===== src/rtl/mixctl_pkg.sv =====
package mixctl_pkg;
    localparam int BYTE_W  = 8;
    localparam int TAG_W   = 2;
    localparam int FIELD_W = BYTE_W - TAG_W;
    localparam int NUM_REGS = 1 << TAG_W;
    localparam int GAIN_W  = 5;
    localparam int MODE_W  = 4;
    localparam int CNT_W   = $clog2(BYTE_W + 1);
    localparam logic [BYTE_W-3:0] ADDR_HI = 6'b111110;

    localparam logic [TAG_W-1:0] TAG_MONO  = 2'd0;
    localparam logic [TAG_W-1:0] TAG_LEFT  = 2'd1;
    localparam logic [TAG_W-1:0] TAG_RIGHT = 2'd2;
    localparam logic [TAG_W-1:0] TAG_MODE  = 2'd3;

    typedef enum logic [2:0] {
        ST_IDLE,
        ST_ADDR,
        ST_ADDR_ACK,
        ST_DATA,
        ST_DATA_ACK,
        ST_SKIP
    } link_state_t;
endpackage


===== src/rtl/mixctl_sync.sv =====
module mixctl_sync #(
    parameter int STAGES = 2
) (
    input  logic clk,
    input  logic rst_n,
    input  logic scl_i,
    input  logic sda_i,
    output logic scl_lvl,
    output logic sda_lvl,
    output logic scl_rise,
    output logic scl_fall,
    output logic start_det,
    output logic stop_det
);
    localparam int LINES = 2;

    logic [LINES-1:0] raw;
    logic [LINES-1:0] lvl;
    logic [LINES-1:0] lvl_q;

    assign raw = {sda_i, scl_i};

    for (genvar g = 0; g < LINES; g++) begin : g_line
        logic [STAGES-1:0] pipe;
        always_ff @(posedge clk or negedge rst_n) begin
            if (!rst_n) begin
                pipe     <= '1;
                lvl_q[g] <= 1'b1;
            end else begin
                pipe     <= {pipe[STAGES-2:0], raw[g]};
                lvl_q[g] <= pipe[STAGES-1];
            end
        end
        assign lvl[g] = pipe[STAGES-1];
    end

    assign scl_lvl   = lvl[0];
    assign sda_lvl   = lvl[1];
    assign scl_rise  = lvl[0] & ~lvl_q[0];
    assign scl_fall  = ~lvl[0] & lvl_q[0];
    assign start_det = lvl[0] & lvl_q[0] & lvl_q[1] & ~lvl[1];
    assign stop_det  = lvl[0] & lvl_q[0] & ~lvl_q[1] & lvl[1];
endmodule


===== src/rtl/mixctl_link.sv =====
module mixctl_link
    import mixctl_pkg::*;
(
    input  logic              clk,
    input  logic              rst_n,
    input  logic              addr_sel,
    input  logic              sda_lvl,
    input  logic              scl_rise,
    input  logic              scl_fall,
    input  logic              start_det,
    input  logic              stop_det,
    output link_state_t       state,
    output logic              wr_en,
    output logic [BYTE_W-1:0] wr_byte,
    output logic              sda_drive_low
);
    localparam logic [CNT_W-1:0] CNT_FULL = CNT_W'(BYTE_W);

    link_state_t       state_n;
    logic [CNT_W-1:0]  cnt, cnt_n;
    logic [BYTE_W-1:0] shreg, shreg_n;
    logic              addr_hit;
    logic              byte_done;

    assign addr_hit  = (shreg == {ADDR_HI, addr_sel, 1'b0});
    assign byte_done = scl_fall && (cnt == CNT_FULL);

    always_comb begin
        state_n = state;
        cnt_n   = cnt;
        shreg_n = shreg;
        if (start_det) begin
            state_n = ST_ADDR;
            cnt_n   = '0;
        end else if (stop_det) begin
            state_n = ST_IDLE;
        end else begin
            unique case (state)
                ST_IDLE: ;
                ST_ADDR, ST_DATA: begin
                    if (scl_rise && cnt != CNT_FULL) begin
                        shreg_n = {shreg[BYTE_W-2:0], sda_lvl};
                        cnt_n   = cnt + CNT_W'(1);
                    end else if (byte_done) begin
                        if (state == ST_ADDR)
                            state_n = addr_hit ? ST_ADDR_ACK : ST_SKIP;
                        else
                            state_n = ST_DATA_ACK;
                    end
                end
                ST_ADDR_ACK, ST_DATA_ACK: begin
                    if (scl_fall) begin
                        state_n = ST_DATA;
                        cnt_n   = '0;
                    end
                end
                ST_SKIP: ;
                default: state_n = ST_IDLE;
            endcase
        end
    end

    always_ff @(posedge clk or negedge rst_n) begin
        if (!rst_n) begin
            state <= ST_IDLE;
            cnt   <= '0;
            shreg <= '0;
        end else begin
            state <= state_n;
            cnt   <= cnt_n;
            shreg <= shreg_n;
        end
    end

    always_comb begin
        sda_drive_low = (state == ST_ADDR_ACK) || (state == ST_DATA_ACK);
        wr_en         = (state == ST_DATA) && byte_done && !start_det && !stop_det;
        wr_byte       = shreg;
    end
endmodule


===== src/rtl/mixctl_regbank.sv =====
module mixctl_regbank
    import mixctl_pkg::*;
(
    input  logic                              clk,
    input  logic                              rst_n,
    input  logic                              wr_en,
    input  logic [BYTE_W-1:0]                 wr_byte,
    output logic [NUM_REGS-1:0][FIELD_W-1:0]  regs
);
    for (genvar i = 0; i < NUM_REGS; i++) begin : g_reg
        always_ff @(posedge clk or negedge rst_n) begin
            if (!rst_n)
                regs[i] <= '0;
            else if (wr_en && wr_byte[BYTE_W-1 -: TAG_W] == TAG_W'(i))
                regs[i] <= wr_byte[FIELD_W-1:0];
        end
    end
endmodule


===== src/rtl/mixctl_i2c_target.sv =====
module mixctl_i2c_target
    import mixctl_pkg::*;
(
    input  logic              clk,
    input  logic              rst_n,
    input  logic              scl_i,
    input  logic              sda_i,
    input  logic              addr_sel_i,
    output logic              sda_drive_low_o,
    output logic [GAIN_W-1:0] mono_gain_o,
    output logic [GAIN_W-1:0] left_gain_o,
    output logic [GAIN_W-1:0] right_gain_o,
    output logic              spk_wide_o,
    output logic              hp_wide_o,
    output logic [MODE_W-1:0] out_mode_o,
    output logic              slow_wake_o
);
    logic scl_lvl, sda_lvl, scl_rise, scl_fall, start_det, stop_det;
    link_state_t link_state;
    logic wr_en;
    logic [BYTE_W-1:0] wr_byte;
    logic [NUM_REGS-1:0][FIELD_W-1:0] regs;
    logic unused_bits;

    mixctl_sync #(.STAGES(2)) u_sync (
        .clk       (clk),
        .rst_n     (rst_n),
        .scl_i     (scl_i),
        .sda_i     (sda_i),
        .scl_lvl   (scl_lvl),
        .sda_lvl   (sda_lvl),
        .scl_rise  (scl_rise),
        .scl_fall  (scl_fall),
        .start_det (start_det),
        .stop_det  (stop_det)
    );

    mixctl_link u_link (
        .clk           (clk),
        .rst_n         (rst_n),
        .addr_sel      (addr_sel_i),
        .sda_lvl       (sda_lvl),
        .scl_rise      (scl_rise),
        .scl_fall      (scl_fall),
        .start_det     (start_det),
        .stop_det      (stop_det),
        .state         (link_state),
        .wr_en         (wr_en),
        .wr_byte       (wr_byte),
        .sda_drive_low (sda_drive_low_o)
    );

    mixctl_regbank u_regs (
        .clk     (clk),
        .rst_n   (rst_n),
        .wr_en   (wr_en),
        .wr_byte (wr_byte),
        .regs    (regs)
    );

    assign mono_gain_o  = regs[TAG_MONO][GAIN_W-1:0];
    assign left_gain_o  = regs[TAG_LEFT][GAIN_W-1:0];
    assign spk_wide_o   = regs[TAG_LEFT][FIELD_W-1];
    assign right_gain_o = regs[TAG_RIGHT][GAIN_W-1:0];
    assign hp_wide_o    = regs[TAG_RIGHT][FIELD_W-1];
    assign out_mode_o   = regs[TAG_MODE][MODE_W-1:0];
    assign slow_wake_o  = regs[TAG_MODE][FIELD_W-1];
    assign unused_bits  = ^{regs[TAG_MONO][FIELD_W-1], regs[TAG_MODE][MODE_W], scl_lvl};
endmodule


===== config.mk =====
export PLATFORM = sky130hd
export DESIGN_NAME = mixctl_i2c_target
export DESIGN_NICKNAME = d
export VERILOG_FILES = /design/src/rtl/mixctl_pkg.sv /design/src/rtl/mixctl_sync.sv /design/src/rtl/mixctl_link.sv /design/src/rtl/mixctl_regbank.sv /design/src/rtl/mixctl_i2c_target.sv
export SDC_FILE = /design/constraint.sdc
export NUM_CORES = 1
export LEC_CHECK = 0
export ABC_CLOCK_PERIOD_IN_PS = 3700
export CORE_MARGIN = 2
export CORE_UTILIZATION = 25
export CTS_CLUSTER_DIAMETER = 120
export CTS_CLUSTER_SIZE = 40
export DETAILED_ROUTE_END_ITERATION = 16
export MAX_ROUTING_LAYER = met4
export SLEW_MARGIN = 20
export SYNTH_ARGS = -nofsm -noshare
export SYNTH_HDL_FRONTEND = slang
export SYNTH_HIERARCHICAL = 1
export SYNTH_SLANG_ARGS = --single-unit

===== constraint.sdc =====
create_clock -name clk -period 3.7 [get_ports clk]
set_clock_uncertainty 0.1 [all_clocks]
set_input_delay 0.555 -clock clk [delete_from_list [all_inputs] [get_ports clk]]
set_output_delay 0.555 -clock clk [all_outputs]
set_load 0.005 [all_outputs]

# Yosys cells after proc, flatten, opt, wreduce, memory -nomap -nowiden
# Cells that the tools add are included.
# word_totals
in_bits,5
memories,0
romBits,0
elab_cells,77
latch_bits,0
mem_bits_rw,0
register_bits,44
output_inout_bits,23
# classes
multipliers,0
n_shift,0
magnitude_cmp,0
div_mod_pow,0
n_bitwise,13
n_eq_ne,18
reduce_logical,21
mux,13
n_addsub,1
# op_table
cell,n
3-bit 2-to-1 mux,7
4-bit 2-to-1 mux,4
4-bit AND reduction,3
1-bit logical AND,9
"3-bit by 1-bit != test with 1-bit output, second input constant",3
3-bit case mux with 3 select lines,1
8-bit == test,1
"4-bit by 1-bit != test with 1-bit output, second input constant",2
4-bit case mux with 2 select lines,1
1-bit bitwise AND,7
"3-bit by 2-bit == test with 1-bit output, second input constant",2
"3-bit == test, second input constant",2
1-bit NOT,6
2-bit OR reduction,3
"4-bit by 1-bit adder with 4-bit output, second input constant",1
"2-bit == test, second input constant",2
"4-bit == test, second input constant",1
"4-bit by 2-bit != test with 1-bit output, second input constant",1
"4-bit != test, second input constant",1
"3-bit by 1-bit == test with 1-bit output, second input constant",1
3-bit logical NOT,1
3-bit nonzero test,1
"2-bit by 1-bit == test with 1-bit output, second input constant",1
1-bit logical NOT,2
other kinds (3),3

# Depth between registers and ports, before layout
# Gate-level depths: netlist of the first run.
# depth
word_depth,8
ltp_mapped,6
depth_no_buf,6

# Hierarchy
# Netlist of the first run, hierarchy kept.
# by_module_without_submodules
mod,cells_each,n_inst,area_each_um2
mixctl_regbank,52,1,917.1
mixctl_link,85,1,913.4
mixctl_sync,10,1,190.2

# Least setup slack after synthesis of the first run
# Ideal clock, no wire load.
# synth_path
path_kind,register to register
start,reg u_sync.g_line[1].pipe[1]
end,reg u_regs/regs[0] in the netlist's numbering
t_required_ns,3.475
arrival_time_ns,2.158
setup_slack_ns,1.317
stages_incl_launch_ff,7
n_path_buf,0
cell_sequence,dfstp_2 > and4b_1 > nor2_2 > nand2_1 > nor3_1 > nor3b_4 > mux2_2
# synth_via
elab_chain_cells,6
elab_cells_between_ends,8
# synth_lines
element,line,source
from (decl),mixctl_sync.sv:24,logic [STAGES-1:0] pipe;
from (signal assigned),mixctl_sync.sv:30,"pipe <= {pipe[STAGES-2:0], raw[g]};"
1-bit NOT,mixctl_sync.sv:41,assign start_det = lvl[0] & lvl_q[0] & lvl_q[1] & ~lvl[1];
1-bit bitwise AND,mixctl_sync.sv:41,
via start_det,mixctl_i2c_target.sv:18,"logic scl_lvl, sda_lvl, scl_rise, scl_fall, start_det, stop_det;"
1-bit logical NOT,mixctl_link.sv:77,wr_en = (state == ST_DATA) && byte_done && !start_det && !stop_det;
1-bit logical AND (2 in a row),mixctl_link.sv:77,
via wr_en,mixctl_i2c_target.sv:20,logic wr_en;
1-bit logical AND,mixctl_regbank.sv:14,else if (wr_en && wr_byte[BYTE_W-1 -: TAG_W] == TAG_W'(i))
"to (signal, indexed assignment)",mixctl_regbank.sv:15,regs[i] <= wr_byte[FIELD_W-1:0];
to (decl),mixctl_regbank.sv:8,output logic [NUM_REGS-1:0][FIELD_W-1:0] regs
# The timed path passes the listed nets, and every way through them passes these cells.
# A chain may end at the register's enable or synchronous reset.

# Worst setup path in the final report of the first run
# Same ends and word-level chain as after synthesis.

==> results.cfg, run 1 <==
[power]
ir_drop_mv = 0.200
power_per_cell_area_mw_per_mm2 = 493
p_leak_nw = 1.08

[clock_network]
cts_buffer_depth = 2
htreeDepth = 2
ctsRootBufferMaster = clkbuf_8
clkTransAtPathRegs_ns = 0.08
cts_tree = done
numCtsBuffers = 5
clk_latency_ns = 0.29
cts_resized = 0
cts_hold_buf = 0
clock_sinks = 43
cts_setup_buffers = 0

[drt]
wl_per_cell_um = 13.6
drt-vias-per-instance = 4.46
dr_total_vias = 1236
route.met2.wl_um = 1790
drcViolationCount = 0
drt.antenna.violating_nets = 0
routedLengthMet1_um = 1840
highest_layer = met4
wl_um = 3780
firstDrtPassIters = 4
routed-wl-met3_um = 121
drt_iter0_markers = 63

[die]
die_y_um = 92.3
die_w_um = 92.3
ios = 28
die_area_mm2 = 0.00851
initial_core_util_pct = 25.5
coreArea_mm2 = 0.00765
rows = 32

[cells_and_area]
stdcell_count = 277
fin_nets = 181
n_fill_cell = 756
fin_util_pct = 31.7
drive_gt1_share_pct = 30.9
regArea_mm2 = 0.00108
multi_input_area_um2 = 815
num_antenna_cells = 0
syn_to_final_growth_pct = 24.5

[placed_design]
hpwl_um = 2560
io_buffers = 27
dp.cells = 269
gp_congestion = 0.755

[global_route]
grt_pass1_wl_um = 6380
overflow = 0
grt_max_degree = 44
grt_pass1_vias = 1261
antenna_found_initial = 0
grt_usage_pct = 9.78

[timing]
fmax_mhz = 378
hold_ws_ns = 0.253
rsz0062_at_grt = no
worst_slew_pin_slew_ns = 0.945
finalHoldViolCount = 0
setup-violations-final = 0
drv_slew = 0
post-route-min-period_ns = 2.64
relSlewSlack_pct = 37.0
tns_ns = 0
fin_crit_sh_pct = 71.5

[worst_setup_path]
crit_type = flip-flop to flip-flop
cp-start-kind = flip-flop
arrival_ns = 2.73
r2r_slack_ns = 1.06
cp.required_ns = 3.78
endpoint_kind = flip-flop
critPathMaxFanout = 7

[min_path]
worstHoldPathType = flip-flop to flip-flop

[logic_synthesis]
synth_fp_nets = 150
syn_area_mm2 = 0.00195
ys_warn_count = 6
synthCells = 143
syn_area_per_cell_um2 = 13.6

[job]
maxCapViolCount = 0

[outcome]
status = complete, no violations
worst max-delay path: stages (launching register included):
cell	delay [ns]
dfstp_2	0.56
and4b_1	0.27
nor2_2	0.26
nand2_1	0.10
nor3_1	0.47
nor3b_4	0.40
mux2_2	0.37
final timing paths:
kind,from,endpoint,cells after the start
setup reg to reg,u_sync/g_line[1].pipe[1],u_regs/regs[0],6
setup / recovery,u_sync/g_line[1].pipe[1],u_regs/regs[0],6
hold / removal,u_sync/g_line[1].pipe[0],u_sync/g_line[1].pipe[1],0
max in group asynchronous,rst_n,u_regs/regs[21],1
min in group asynchronous,rst_n,u_link/wr_byte[6],1
hold reg to reg,u_sync/g_line[1].pipe[0],u_sync/g_line[1].pipe[1],0
power by group:
group	internal, mW	switching (mW)
clock	0.201	0.158
combinational	0.127	0.102
sequential	0.514	0.0926
total	0.842	0.353
flip-flops by register name (all words and copies together), names as in the netlist:
register / count
u_regs/regs: 22
u_link/wr_byte: 8
u_link/cnt: 4
u_sync/g_line.pipe: 4
u_link/state: 3
u_sync/lvl_q: 2
placed cells by master, fill, tap and decap left out, types with 2 or more instances in the layout:
cell             instances
nand2_1                  4
nand2b_1                 2
nor4_1                   2
xnor2_1                  2
and3b_1                  2
mux2_2                  31
nor2b_1                  4
nand3b_1                 3
and4b_1                  2
a31oi_1                  2
nand3b_2                 2
ha_1                     2
a21oi_1                  3
o21ai_0                  4
a22o_1                   2
dfstp_2                  6
clkdlybuf4s50_1         26
o31a_1                   2
inv_1                    6
clkbuf_8                 5
nand3_1                  3
dfrtp_1                 37
area by class of cell:
type / instances / share of cell area (%)
Sequential cell: 43 / 44.7
Multi-Input combinational cell: 91 / 33.6
Timing Repair Buffer: 27 / 10.9
Tap cell: 102 / 5.26
Clock buffer: 5 / 2.84
Clock inverter: 3 / 1.81
Inverter: 6 / 0.928
routing by layer:
metal | GRT usage (%) | vias up
met3 | 2.05 | 5
met4 | 3.86 | 0
li1 | - | 585
met5 | - | -
met2 | 14.2 | 28
met1 | 13.4 | 618
per-stage QoR:
step           worst slack [ns]  power [mW]  instance area (um2)
2_1_floorplan              1.35       0.779                 1950
3_3_place_gp               1.17       0.849                 2310
3_5_place_dp               1.07       0.847                 2310
4_1_cts                    1.04        1.21                 2430
5_1_grt                   0.853        1.26                 2430
6_report                   1.06        1.20                 2430
No activity file was read; power rests on OpenSTA's default activity.
==> run 2, diff against run 1 <==
--- a/config.mk
+++ b/config.mk
@@ -5,7 +5,7 @@
 export SDC_FILE = /design/constraint.sdc
 export NUM_CORES = 1
 export LEC_CHECK = 0
-export ABC_CLOCK_PERIOD_IN_PS = 3700
+export ABC_CLOCK_PERIOD_IN_PS = 2600
 export CORE_MARGIN = 2
 export CORE_UTILIZATION = 25
 export CTS_CLUSTER_DIAMETER = 120
==> constraint.sdc (replaced) <==
create_clock -name clk -period 2.6 [get_ports clk]
set_clock_uncertainty 0.1 [all_clocks]
set_input_delay 0.39 -clock clk [delete_from_list [all_inputs] [get_ports clk]]
set_output_delay 0.39 -clock clk [all_outputs]
set_load 0.005 [all_outputs]
==> run 2 against run 1 <==
  * Register-to-register slack worse by 0.70 ns
  * Sequential cell count stayed put
  * Critical endpoint is now u_regs/regs[1]
  * Clock power is 46% higher
  * Via count is 2.2% higher
  * First-iteration DRC count is 7.9% lower
  * Utilization is 0.39 points higher
  * Worst setup slack worse by 0.70 ns
  * Combinational power is 58% higher
  * Non-clock buffer count is 4 higher
  * Sequential share of layout area is 0.55 points lower
  * Sequential power is 39% higher
  * Wire length is 3.9% higher
==> results.cfg, run 2 (same netlist as run 1, synthesis figures left out) <==
[drt]
drt.antenna.violating_nets = 0
dr_total_vias = 1263
drt-vias-per-instance = 4.49
wl_um = 3930
drcViolationCount = 0
wl_per_cell_um = 14.0
drt_iter0_markers = 58
firstDrtPassIters = 4

[cells_and_area]
layout_common_cells = dfrtp_1 (37), mux2_2 (31), clkdlybuf4s50_1 (26), inv_1 (6), dfstp_2 (6)
drive_gt1_share_pct = 32.4
n_fill_cell = 752
fin_nets = 185
num_antenna_cells = 0
top_register = u_regs/regs
fin_util_pct = 32.1
largest_reg_flops = 22
mostFrequentLayoutCell = dfrtp_1
syn_to_final_growth_pct = 26.1

[worst_setup_path]
crit_type = flip-flop to flip-flop
r2r_slack_ns = 0.35
reg2reg_from = u_sync/g_line[1].pipe[1]
critPathMaxFanout = 7
endpoint_kind = flip-flop
cp.required_ns = 2.68
cp-start-kind = flip-flop
critPathLaunch = u_sync/g_line[1].pipe[1]
arrival_ns = 2.33
ff2ff_path_depth = 6
worst_r2r_endpoint = u_regs/regs[1]

[global_route]
grt_pass1_wl_um = 6530
grt_max_degree = 44
grt_usage_pct = 10.1
overflow = 0
antenna_found_initial = 0
grt_pass1_vias = 1294

[clock_network]
cts_resized = 0
cts_tree = done
clkTransAtPathRegs_ns = 0.08
numCtsBuffers = 5
clock_sinks = 43
cts_buffer_depth = 2
htreeDepth = 2
ctsRootBufferMaster = clkbuf_8
clk_latency_ns = 0.30
cts_hold_buf = 0
cts_setup_buffers = 0

[power]
p_total_mw = 1.73
p_int_mw = 1.21
combinationalPowerShare_pct = 20.9
power_per_cell_area_mw_per_mm2 = 704
clkPwrFrac_pct = 30.2
switching_share_pct = 30.1
ir_drop_mv = 0.300
seq_power_share_pct = 48.8
p_switching_uw = 520
p_leak_nw = 1.10

[die]
coreArea_mm2 = 0.00765
die_w_um = 92.3
rows = 32
die_area_mm2 = 0.00851
initial_core_util_pct = 25.5
die_y_um = 92.3
ios = 28

[timing]
layout_setup_ws_ns = 0.352
rsz0062_at_grt = no
drv_slew = 0
post-route-min-period_ns = 2.25
setup-violations-final = 0
relSlewSlack_pct = 35.3
worst_slew_pin_slew_ns = 0.971
finalHoldViolCount = 0
tns_ns = 0
fmax_mhz = 445
fin_crit_sh_pct = 86.5

[placed_design]
hpwl_um = 2630
place_ws_ns = 0.351
gp_congestion = 0.734
io_buffers = 27

[outcome]
status = complete, no violations

[job]
maxCapViolCount = 0

[min_path]
worstHoldPathType = input port to async pin
run 2: changes by cell type in the layout (fill, tap and decap cells not counted):
cell   delta
buf_4     +4
run 2: through the flow:
step / cells / cell area (um2) / hold WS [ns]
final: 281 / 2460 / 0.151
after global routing: 281 / 2460 / 0.224
after CTS: 281 / 2460 / 0.182
after detailed placement: 273 / 2340 / 0.251
after global placement: 273 / 2340 / 0.247
after floorplan: 143 / 1950 / -0.00559
run 2: area by class of cell:
class	instances	area (um2)	area share, %
clock buffer	5	68.8	2.80
clock inverter	3	43.8	1.78
inverter	6	22.5	0.917
multi-input combinational	91	815	33.2
sequential	43	1080	44.1
tap	102	128	5.20
timing repair buffer	31	295	12.0
run 2: worst max-delay path by stage:
| stage | slack [ns] | to | cells past startpoint |
|---|---|---|---|
| after floorplan | 0.25 | u_regs/regs[0] | 6 |
| after global placement | 0.38 | u_regs/regs[1] | 6 |
| after detailed placement | 0.35 | u_regs/regs[1] | 6 |
| after CTS | 0.33 | u_regs/regs[1] | 6 |
| after global routing | 0.11 | u_regs/regs[3] | 6 |
| final | 0.35 | u_regs/regs[1] | 6 |
run 2: power by group through the flow:
stage	Sequential [mW]	Combinational, mW	Clock, mW
6_report	0.845	0.362	0.523
5_1_grt	0.863	0.402	0.571
4_1_cts	0.849	0.365	0.544
3_5_place_dp	0.863	0.360	0
3_3_place_gp	0.860	0.357	0
2_1_floorplan	0.798	0.310	0
run 2: per-layer routing:
layer	track usage, %	vias to the layer above	wire, um
met5	-	-	0
met4	2.99	0	43
met3	1.97	5	122
met2	14.8	25	1780
met1	14.1	642	1980
li1	-	591	-
run 2: critical path, cell delays in order, from the launching register on:
cell and delay [ns]:
dfstp_2 0.55, and4b_1 0.28, nor2_2 0.15, nand2_1 0.08, nor3_1 0.23, nor3b_4 0.38
mux2_2 0.37
==> run 3, diff against run 2 <==
--- a/config.mk
+++ b/config.mk
@@ -8,7 +8,7 @@
 export ABC_CLOCK_PERIOD_IN_PS = 2600
 export CORE_MARGIN = 2
 export CORE_UTILIZATION = 25
-export CTS_CLUSTER_DIAMETER = 120
+export CTS_CLUSTER_DIAMETER = 50
 export CTS_CLUSTER_SIZE = 40
 export DETAILED_ROUTE_END_ITERATION = 16
 export MAX_ROUTING_LAYER = met4
==> results of run 3 <==
Final layout, timing and power as in run 2 (identical DEF).
